## config.mk

```make
export PLATFORM = sky130hd
export DESIGN_NAME = mash111_trunc
export DESIGN_NICKNAME = d
export VERILOG_FILES = /design/src/rtl/mash_pkg.sv /design/src/rtl/mash_acc.sv /design/src/rtl/mash_cancel.sv /design/src/rtl/mash111_trunc.sv
export SDC_FILE = /design/constraint.sdc
export NUM_CORES = 1
export LEC_CHECK = 0
export ABC_CLOCK_PERIOD_IN_PS = 11140
export BUFFER_PORTS_ARGS = -buffer_cell sky130_fd_sc_hd__buf_2
export CAP_MARGIN = 0
export CORE_ASPECT_RATIO = 0.8
export CORE_MARGIN = 8
export CORE_UTILIZATION = 25
export CTS_CLUSTER_SIZE = 14
export DETAILED_ROUTE_END_ITERATION = 16
export GPL_ROUTABILITY_DRIVEN = 0
export GPL_TIMING_DRIVEN = 0
export SETUP_SLACK_MARGIN = 0.15
export SLEW_MARGIN = 10
export SYNTH_ARGS = -nofsm -noshare
export SYNTH_HDL_FRONTEND = slang
export SYNTH_SLANG_ARGS = --single-unit
```

## constraint.sdc

```tcl
create_clock -name clk -period 11.14 [get_ports clk]
set_input_delay 0.557 -clock clk [delete_from_list [all_inputs] [get_ports clk]]
set_output_delay 0.557 -clock clk [all_outputs]
set_load 0.1 [all_outputs]
```

## src/rtl/mash_pkg.sv

```systemverilog
package mash_pkg;
  localparam int OFF_W   = 4;
  localparam int OFF_MIN = -3;
  localparam int OFF_MAX = 4;

  function automatic logic off_in_span(input logic [OFF_W-1:0] v);
    return ($signed(v) >= OFF_MIN) && ($signed(v) <= OFF_MAX);
  endfunction
endpackage

```

## src/rtl/mash_acc.sv

```systemverilog
module mash_acc #(
  parameter int W  = 20,
  parameter int TW = 15
) (
  input  logic          clk,
  input  logic          rst,
  input  logic          adv,
  input  logic [W-1:0]  addend,
  output logic          carry,
  output logic [TW-1:0] res_top
);
  logic [W-1:0] res_q;
  logic [W:0]   sum;

  always_comb sum = {1'b0, res_q} + {1'b0, addend};

  assign carry   = sum[W];
  assign res_top = sum[W-1 -: TW];

  always_ff @(posedge clk) begin
    if (rst)      res_q <= '0;
    else if (adv) res_q <= sum[W-1:0];
  end

  // a stalled stage keeps its residue
  assert_res_hold_R4: assert property (@(posedge clk) disable iff (rst)
    !adv |=> $stable(res_q));

  // an overflow leaves a residue below the addend (modulo wrap)
  assert_wrap_R3: assert property (@(posedge clk) disable iff (rst)
    (adv && carry) |=> (res_q < $past(addend)));
endmodule

```

## src/rtl/mash_cancel.sv

```systemverilog
module mash_cancel
  import mash_pkg::*;
(
  input  logic             clk,
  input  logic             rst,
  input  logic             adv,
  input  logic             c1,
  input  logic             c2,
  input  logic             c3,
  output logic [OFF_W-1:0] y
);
  logic c2_d, c3_d1, c3_d2;

  always_ff @(posedge clk) begin
    if (rst) begin
      c2_d  <= 1'b0;
      c3_d1 <= 1'b0;
      c3_d2 <= 1'b0;
    end else if (adv) begin
      c2_d  <= c2;
      c3_d1 <= c3;
      c3_d2 <= c3_d1;
    end
  end

  // modulo-16 arithmetic yields the two's complement result directly
  always_comb begin
    y = OFF_W'(c1) + OFF_W'(c2) - OFF_W'(c2_d)
      + OFF_W'(c3) - OFF_W'({c3_d1, 1'b0}) + OFF_W'(c3_d2);
  end

  // the combined carries never leave -3..+4
  assert_span_R2: assert property (@(posedge clk) disable iff (rst)
    off_in_span(y));
endmodule

```

## src/rtl/mash111_trunc.sv

```systemverilog
module mash111_trunc
  import mash_pkg::*;
#(
  parameter int FRAC_W = 19,
  parameter int W1     = 20,
  parameter int W2     = 15,
  parameter int W3     = 10
) (
  input  logic                    clk,
  input  logic                    rst,
  input  logic [FRAC_W-1:0]       frac_word,
  output logic                    out_valid,
  input  logic                    out_ready,
  output logic signed [OFF_W-1:0] out_offset
);
  localparam int PAD = W1 - FRAC_W;

  logic          adv;
  logic [W1-1:0] add1;
  logic [W2-1:0] add2;
  logic [W3-1:0] add3;
  logic          c1, c2, c3;
  logic          res3_unused;
  logic [OFF_W-1:0] y_next;
  logic          v_q;
  logic [OFF_W-1:0] y_q;

  assign adv = !v_q || out_ready;

  generate
    if (PAD > 0) begin : g_pad
      assign add1 = {frac_word, {PAD{1'b0}}};
    end else if (PAD == 0) begin : g_same
      assign add1 = frac_word;
    end else begin : g_trim
      assign add1 = frac_word[FRAC_W-1 -: W1];
    end
  endgenerate

  mash_acc #(.W(W1), .TW(W2)) u_st1 (
    .clk(clk), .rst(rst), .adv(adv), .addend(add1), .carry(c1), .res_top(add2));
  mash_acc #(.W(W2), .TW(W3)) u_st2 (
    .clk(clk), .rst(rst), .adv(adv), .addend(add2), .carry(c2), .res_top(add3));
  mash_acc #(.W(W3), .TW(1)) u_st3 (
    .clk(clk), .rst(rst), .adv(adv), .addend(add3), .carry(c3), .res_top(res3_unused));

  mash_cancel u_cancel (
    .clk(clk), .rst(rst), .adv(adv), .c1(c1), .c2(c2), .c3(c3), .y(y_next));

  always_ff @(posedge clk) begin
    if (rst) begin
      v_q <= 1'b0;
      y_q <= '0;
    end else if (adv) begin
      v_q <= 1'b1;
      y_q <= y_next;
    end
  end

  assign out_valid  = v_q;
  assign out_offset = $signed(y_q);

  // presented offsets stay inside -3..+4
  assert_out_span_R2: assert property (@(posedge clk) disable iff (rst)
    out_valid |-> off_in_span(y_q));

  // a refused sample is held unchanged
  assert_stall_hold_R4: assert property (@(posedge clk) disable iff (rst)
    (out_valid && !out_ready) |=> (out_valid && $stable(out_offset)));

  // valid never drops without reset
  assert_valid_stays_R7: assert property (@(posedge clk) disable iff (rst)
    out_valid |=> out_valid);
endmodule

```

**Word level (Yosys, flattened, before mapping)**

Cells that the tools add are included.

- Flip-flop bits (word level): 53

- Add/sub/neg operators: 8
- Reduce and logical (&&, ||, !) cells: 2

Operator list:

| operator | number |
|---|---|
| $add A20 B20 Y21 | 1 |
| $add A15 B15 Y16 | 1 |
| $add A10 B10 Y11 | 1 |
| $add A4 B1 Y4 | 2 |
| $sub A4 B1 Y4 | 1 |
| $sub A4 B2 Y4 | 1 |
| $add A1 B1 Y2 | 1 |
| $logic_not A1 Y1 | 1 |
| $logic_or A1 B1 Y1 | 1 |

**Longest topological paths before layout**

Gate-level depths: netlist (run 1).

- Depth in word-level cells: 7
- Mapped depth: 29
- Mapped depth without buffers: 29

**By module**

Synthesis (run 1) repeated with hierarchy kept, for this count alone.

- Cell total of the unflattened synthesis: 600
- Area total of the unflattened synthesis: 4933.5 sq um

Modules (own cells, without submodules):

| module | cells an instance | times used | area each (sq um) | seq. area each (sq um) |
|---|---|---|---|---|
| mash_acc at u_st1 | 264 | 1 | 2124.5 | 400.4 |
| mash_acc at u_st2 | 182 | 1 | 1480.2 | 300.3 |
| mash_acc at u_st3 | 104 | 1 | 844.6 | 200.2 |
| mash_cancel | 29 | 1 | 269.0 | 60.1 |
| mash111_trunc | 21 | 1 | 215.2 | 100.1 |

**Worst setup path before layout (run 1)**

Ideal clock, no wire load.

- Path type: input port to flip-flop
- Start: in frac_word[0]
- End: reg y_q[2] (netlist: out_offset[2])
- Stages on the path: 28
- Arrival time: 5.614 ns
- Setup time: 0.086 ns
- Setup slack: 5.440 ns
- Required time: 11.054 ns
- Cells stage by stage: ha_1 -> inv_1 -> fa_1 -> nand2b_1 -> a21oi_1 -> o21ai_0 -> a21oi_1 -> nor2_1 -> xnor2_1 -> ha_1 -> and3_1 -> o21a_1 -> a211o_2 -> nor3_1 -> o21ba_2 -> xnor2_1 -> ha_1 -> a21oi_1 -> o21ai_0 -> a31o_2 -> a21oi_1 -> ha_1 -> inv_1 -> fa_1 -> ha_1 -> inv_1 -> ha_1 -> a211oi_1

- Elaborated cells on any way between the ends: 8

RTL lines:

| what | RTL line | text |
|---|---|---|
| start, declared | mash111_trunc.sv:11 | `input logic [FRAC_W-1:0] frac_word,` |
| $add A20 B20 Y21 | mash_acc.sv:15 | `always_comb sum = {1'b0, res_q} + {1'b0, addend};` |
| named net add2[8] | mash111_trunc.sv:20 | `logic [W2-1:0] add2;` |
| $add A15 B15 Y16 | mash_acc.sv:15 |  |
| named net add3[7] | mash111_trunc.sv:21 | `logic [W3-1:0] add3;` |
| $add A10 B10 Y11 | mash_acc.sv:15 |  |
| $add A4 B1 Y4 | mash_cancel.sv:29 | `+ OFF_W'(c3) - OFF_W'({c3_d1, 1'b0}) + OFF_W'(c3_d2);` |
| $sub A4 B2 Y4 | mash_cancel.sv:29 |  |
| $add A4 B1 Y4 | mash_cancel.sv:29 |  |
| end signal, assigned | mash111_trunc.sv:56 | `y_q <= y_next;` |
| end, declared | mash111_trunc.sv:26 | `logic [OFF_W-1:0] y_q;` |

The timed path passes the listed nets, and every way through them passes these cells.
A chain may end at the register's enable or synchronous reset.

**Worst setup path in the final report (run 1)**

Ends and elaborated chain as after synthesis.

==> results of run 1 <==
[logic make-up after synthesis]
kind of cell / after synthesis
xor+xnor: 30
flops: 52
buf+inv: 42
simple gates: 182
compound gates: 166
fa+ha+maj: 54
[power breakdown]
group / switching [mW] / leakage, nW / internal (mW) / total (mW)
Combinational: 0.648 / 1.54 / 0.486 / 1.13
Clock: 0.0781 / 0.0901 / 0.119 / 0.197
Sequential: 0.0341 / 0.431 / 0.252 / 0.286
[stage by stage]
stage	cell area [sq um]	hold slack, ns	total power, mW
5_1_grt	4670	0.468	1.79
4_1_cts	4670	0.457	1.61
3_5_place_dp	4480	0.445	1.41
6_report	4670	0.452	1.62
3_3_place_gp	4480	0.439	1.41
2_1_floorplan	4080	0.432	1.21
[path summary, 6_finish.rpt]
kind | end | cells after the start | slack (ns) | startpoint
hold reg to reg | out_offset[1] | 2 | 0.45 | out_offset[1]
hold / removal | out_offset[1] | 2 | 0.45 | out_offset[1]
setup reg to reg | out_offset[2] | 28 | 4.86 | u_st1.res_q[1]
setup / recovery | out_offset[2] | 29 | 4.86 | frac_word[0]
[state kept, by name, summed over array words and instances, names as in the netlist]
register        cells
u_st1.res_q        19
out_valid           1
u_cancel.c3_d2      1
u_cancel.c3_d1      1
u_st2.res_q        15
u_cancel.c2_d       1
u_st3.res_q        10
out_offset          4
[layout by cell type (no fill, tap or decap), drive strengths merged, types with 4 or more instances in the layout]
cell / synthesis / routed
a31oi: 5 / 5
o211ai: 7 / 7
o21a: 7 / 7
nand2: 76 / 76
dfxtp: 52 / 52
nor2: 43 / 43
nor3: 11 / 11
buf: 9 / 35
clkbuf: 17 / 24
a211oi: 13 / 13
fa: 5 / 5
and2: 4 / 4
a21oi: 59 / 59
xor2: 10 / 10
nand2b: 5 / 5
and3: 6 / 6
ha: 49 / 49
nand3: 17 / 17
xnor2: 20 / 20
o21ai: 25 / 25
nor2b: 4 / 4
nand4: 6 / 6
o21bai: 7 / 7
a21o: 20 / 20
inv: 15 / 15
[cell type report]
type / count / share of cell area
buffer: 26 / 0.0231
clock buffer: 7 / 0.0327
clock inverter: 1 / 0.00644
inverter: 16 / 0.0129
multi-input combinational: 432 / 0.616
sequential: 52 / 0.223
tap: 215 / 0.0577
timing repair buffer: 26 / 0.0279
[per-layer routing]
layer	up-vias	part of all wire	track usage
met5	-	0	0
met4	0	0.0016	0.00830
met3	2	0.052	0.0258
met2	82	0.37	0.151
met1	1751	0.57	0.172
li1	1952	-	-
[worst register-to-register path: cells and delay by family, from the launching register on]
family	cells	cell delay (ns)
buf+inv	3	0.15
simple gates	5	0.90
fa+ha+maj	8	2.25
compound gates	10	2.14
xor+xnor	2	0.42
flops	1	0.33
==> flow_summary.yaml, run 1 <==
critical_path:
  cp_top_family: "adder cells"
  max_stage_delay_ns: 0.41
  path_max_fanout: 5
  start_kind: "input port"
  cp_slowest_cell: "a211oi_1"
  worst-path-buf-inv: 4
  worstPathArrival_ns: 6.50
  crit_type: "in -> reg"
  end_kind: "register"
  crit_path_frequent_cell: "ha_1"
  critPathRequiredTime_ns: 11.36
synth:
  yosys.area_share.adder: 0.175
  synth.top_cells.by_count: "76 x nand2_1, 59 x a21oi_1, 52 x dfxtp_1"
  netlist_area_sq_um: 4080
  yosys.area_share.simple: 0.203
  synthDominantCellAreaShare: 0.255
  ys_ff_latch: 52
  yosys-mux-area-fraction: 0
  yosys_warnings: 0
  synth_area_leaders: "dfxtp_1 25%, ha_1 15%, a21oi_1 7.2%"
  synth_top_family_by_area: "compound AO/OA/AOI/OAI gates"
  synth_compound_area_frac: 0.263
  dominantRegCellSynth: "dfxtp_1"
  seq_area_frac_synth: 0.255
  ys_async_sr_fraction: 0
  synth_edf_count: 0
  yosys.cell_count.top_type: "nand2_1"
  synth-xor-area-share: 0.0643
  syn-num-nets: 602
  synth_top_area_cell: "dfxtp_1"
  ys_types: 54
  synth_cells: 526
  syn_avg_cell_area_sq_um: 7.76
clocking:
  tritoncts: "yes"
  cts_max_path_buffers: 2
  postCtsSetupBuffers: 0
  htreeDepth: 2
  postCtsHoldBufs: 0
  worstSkewPairLatency_ns: 0.30
  cts_buffers: 5
  path_clk_slew_ns: 0.08
  post_cts_resized: 0
  cts_sinks: 52
  cts-root-buf: "clkbuf_16"
layout:
  regArea_sq_um: 1040
  finish.utilization: 0.293
  syn_to_final_growth_pct: 14.2
  fillCellCount: 1754
  multi_input_comb_area_sq_um: 2880
  num_antenna_cells: 0
  drive_above_1_share: 0.0875
  layoutNonFillerInstCount: 775
  nNetsFinal: 635
detailed_routing:
  drt_first_pass_iters: 5
  drc: 0
  first_iter_violations: 302
  num_vias: 3787
  wire_per_inst_um: 14.5
  routed_wl_um: 11300
  via_per_inst: 4.89
  drtAntennaViolNets: 0
hold_path:
  hold_path.class: "reg -> reg"
power_and_ir_drop:
  power.leakage_nw: 2.06
  powerDensity_nw_per_um2: 347
  irDropWorstVdd_uv: 111
grt:
  grt_max_degree: 16
  track_usage: 0.110
  grt-ovfl-total: 0
  antenna_found_initial: 0
  grt_pass1_wl_um: 18600
  first_global_vias: 3532
timing:
  finalCritPeriodShare: 0.564
  timing.fmax_mhz: 159
  fin_skew_ns: 0.0101
  finalSetupViolations: 0
  fin_crit_ns: 6.28
  slew_viol_final: 0
  timing.setup.tns_ns: 0
  rsz0062_at_grt: "false"
  fin_ws_ns: 4.86
  worstMarginPinSlew_ns: 0.728
  hold_viol_final: 0
  max-slew-margin-rel: 0.515
run_status:
  status: "finished, final reports clean"
place:
  preCtsSetupSlack_ns: 4.52
  place.port_buffers: 26
  dp_hpwl_um: 8800
  dp.cells: 767
floorplan:
  row_count: 41
  fp.dieW_um: 159
  core_sq_um: 15900
  die_area_sq_um: 20700
  die_height_um: 130
  io_pins: 27
  initial_core_util: 0.257
job:
  cap_violations: 0
Power figures use the tool's default switching activity.
==> inputs of run 2 (changes only) <==
--- a/config.mk
+++ b/config.mk
@@ -5,7 +5,7 @@
 export SDC_FILE = /design/constraint.sdc
 export NUM_CORES = 1
 export LEC_CHECK = 0
-export ABC_CLOCK_PERIOD_IN_PS = 11140
+export ABC_CLOCK_PERIOD_IN_PS = 5100
 export BUFFER_PORTS_ARGS = -buffer_cell sky130_fd_sc_hd__buf_2
 export CAP_MARGIN = 0
 export CORE_ASPECT_RATIO = 0.8
==> constraint.sdc (replaced) <==
create_clock -name clk -period 5.1 [get_ports clk]
set_input_delay 0.255 -clock clk [delete_from_list [all_inputs] [get_ports clk]]
set_output_delay 0.255 -clock clk [all_outputs]
set_load 0.1 [all_outputs]
==> run 2 against run 1 <==
Compared with the run above:
- the flow now finishes with violations (negative setup slack)
- core utilization increased by 4.1 points
- via count rose by 6.2%
- wire length rose by 9.5%
- total power grew to 2.8 times the previous value
- count of clock-buffer cells in the layout grew 1
- clock skew shrank 0.0037 ns
- largest cell class unchanged
- largest power group unchanged
- highest routed layer unchanged
==> flow_summary.yaml, run 2 (same netlist as run 1, synthesis figures left out) <==
layout:
  multi_input_comb_area_sq_um: 3260
  regMostFlops: "u_st1.res_q"
  num_antenna_cells: 0
  final_cell_area_sq_um: 5320
  fillCellCount: 1711
  syn_to_final_growth_pct: 30.3
  largest_reg_flops: 19
  largest_registers: "u_st1.res_q x19, u_st2.res_q x15, u_st3.res_q x10"
  final_cell_mix: "72 x nand2_1, 50 x dfxtp_1, 48 x a21oi_1"
  nNetsFinal: 675
  layout_commonest_cell: "nand2_1"
  regArea_sq_um: 1040
  drive_above_1_share: 0.247
floorplan:
  fp.dieW_um: 159
  core_sq_um: 15900
  die_area_sq_um: 20700
  initial_core_util: 0.257
  io_pins: 27
  die_height_um: 130
  row_count: 41
timing:
  rsz0062_at_grt: "true"
  hold_viol_final: 0
  worstMarginPinSlew_ns: 0.725
  finalCritPeriodShare: 1.07
  finalSetupViolations: 4
  fin_ws_ns: -0.379
  timing.fmax_mhz: 183
  fin_skew_ns: 0.00645
  slew_viol_final: 0
  max-slew-margin-rel: 0.517
  fin_crit_ns: 5.48
detailed_routing:
  drtAntennaViolNets: 0
  drt_first_pass_iters: 6
  routed_wl_um: 12300
  first_iter_violations: 302
  num_vias: 4023
  drc: 0
  via_per_inst: 4.94
  wire_per_inst_um: 15.1
grt:
  antenna_found_initial: 0
  track_usage: 0.115
  grt-ovfl-total: 0
  grt_max_degree: 15
  first_global_vias: 3696
  grt_pass1_wl_um: 19300
critical_path:
  start_kind: "register"
  reg2reg_from: "u_st1.res_q[1]"
  crit_path_frequent_cell: "ha_4"
  crit_type: "reg -> reg"
  worstPathArrival_ns: 5.70
  critPathRequiredTime_ns: 5.32
  cp_slowest_cell: "fa_1"
  reg2reg_depth: 28
  cp_top_family: "adder cells"
  end_kind: "register"
  reg2reg_slack_ns: -0.38
  worst-path-buf-inv: 3
  max_stage_delay_ns: 0.48
  path_max_fanout: 4
  reg2reg_to: "out_offset[2]"
clocking:
  htreeDepth: 2
  cts-root-buf: "clkbuf_16"
  cts_sinks: 52
  cts_max_path_buffers: 2
  worstSkewPairLatency_ns: 0.30
  postCtsHoldBufs: 0
  cts_buffers: 5
  path_clk_slew_ns: 0.07
  tritoncts: "yes"
place:
  place_area_sq_um: 4550
  place.port_buffers: 26
  preCtsSetupSlack_ns: -0.724
  dp_hpwl_um: 8750
hold_path:
  hold_depth: 4
  hold_path.class: "in -> reg"
  hold_start: "rst"
  min_to: "u_st1.res_q[18]"
run_status:
  violations: "negative setup slack"
  status: "finished, violations left"
power_and_ir_drop:
  irDropWorstVdd_uv: 279
  power.leakage_nw: 2.31
  powerDensity_nw_per_um2: 840
job:
  cap_violations: 0
==> run 2: changes by cell type in the layout (fill, tap and decap cells not counted), moves of 5 or more <==
cell	delta
ha_1	-11
o21ai_0	-7
a21oi_1	-11
xnor2_1	-7
a21oi_2	+8
buf_4	+39
xnor2_2	+6
ha_4	+7
a211oi_1	-5
==> run 2: where the power goes <==
part	internal (mW)	total, mW	switching (mW)
Clock	0.197	0.355	0.158
Sequential	0.550	0.631	0.0804
Combinational	1.70	3.48	1.78
==> run 2: worst max-delay path by stage <==
stage                     from            end  slack (ns)  cells past startpoint
6_report        u_st1.res_q[1]  out_offset[2]       -0.38                     28
5_1_grt        u_st1.res_q[13]  out_offset[2]       -0.60                     23
4_1_cts         u_st1.res_q[1]  out_offset[2]       -0.43                     28
3_5_place_dp      frac_word[6]  out_offset[2]       -0.72                     25
3_3_place_gp      frac_word[6]  out_offset[2]       -0.71                     25
2_1_floorplan   u_st1.res_q[1]  out_offset[2]       -0.12                     28
==> run 2: routing by layer <==
metal  track usage  up-vias  share of wire
met5             0        -              0
met4        0.0149        0         0.0038
met3        0.0220        8          0.054
met2         0.168      100           0.42
met1         0.173     1876           0.52
li1              -     2039              -
==> run 2: area by class of cell <==
type | count | share of cell area
Inverter | 16 | 0.0113
Multi-Input combinational cell | 432 | 0.612
Sequential cell | 52 | 0.196
Timing Repair Buffer | 66 | 0.0816
Tap cell | 215 | 0.0506
Clock buffer | 8 | 0.0275
Buffer | 26 | 0.0205
==> run 2: worst register-to-register path, delay by kind of cell, from the launching register on <==
family | cells | cell delay [ns]
compound gates | 11 | 1.99
xor+xnor | 2 | 0.29
fa+ha+maj | 8 | 2.03
buf+inv | 3 | 0.12
flops | 1 | 0.35
simple gates | 4 | 0.59
==> run 2: through the flow <==
stage / cells / TNS, ns / hold slack [ns] / total power, mW / util
floorplan: 526 / -0.125 / 0.432 / 2.70 / -
global placement: 767 / -2.20 / 0.444 / 3.13 / 0.286
detailed placement: 767 / -2.23 / 0.448 / 3.15 / 0.286
CTS: 804 / -1.41 / 0.313 / 4.00 / 0.318
global route: 815 / -2.19 / 0.336 / 4.87 / 0.335
finish: 815 / -1.18 / 0.317 / 4.47 / 0.335
==> run 2: repair_timing <==
item / CTS / global route
gates resized for setup: 29 / 37
setup buffers: 29 / 11
pin swaps: 34 / 22
endpoints found under the setup margin: 4 / 7
gates cloned: 0 / 0
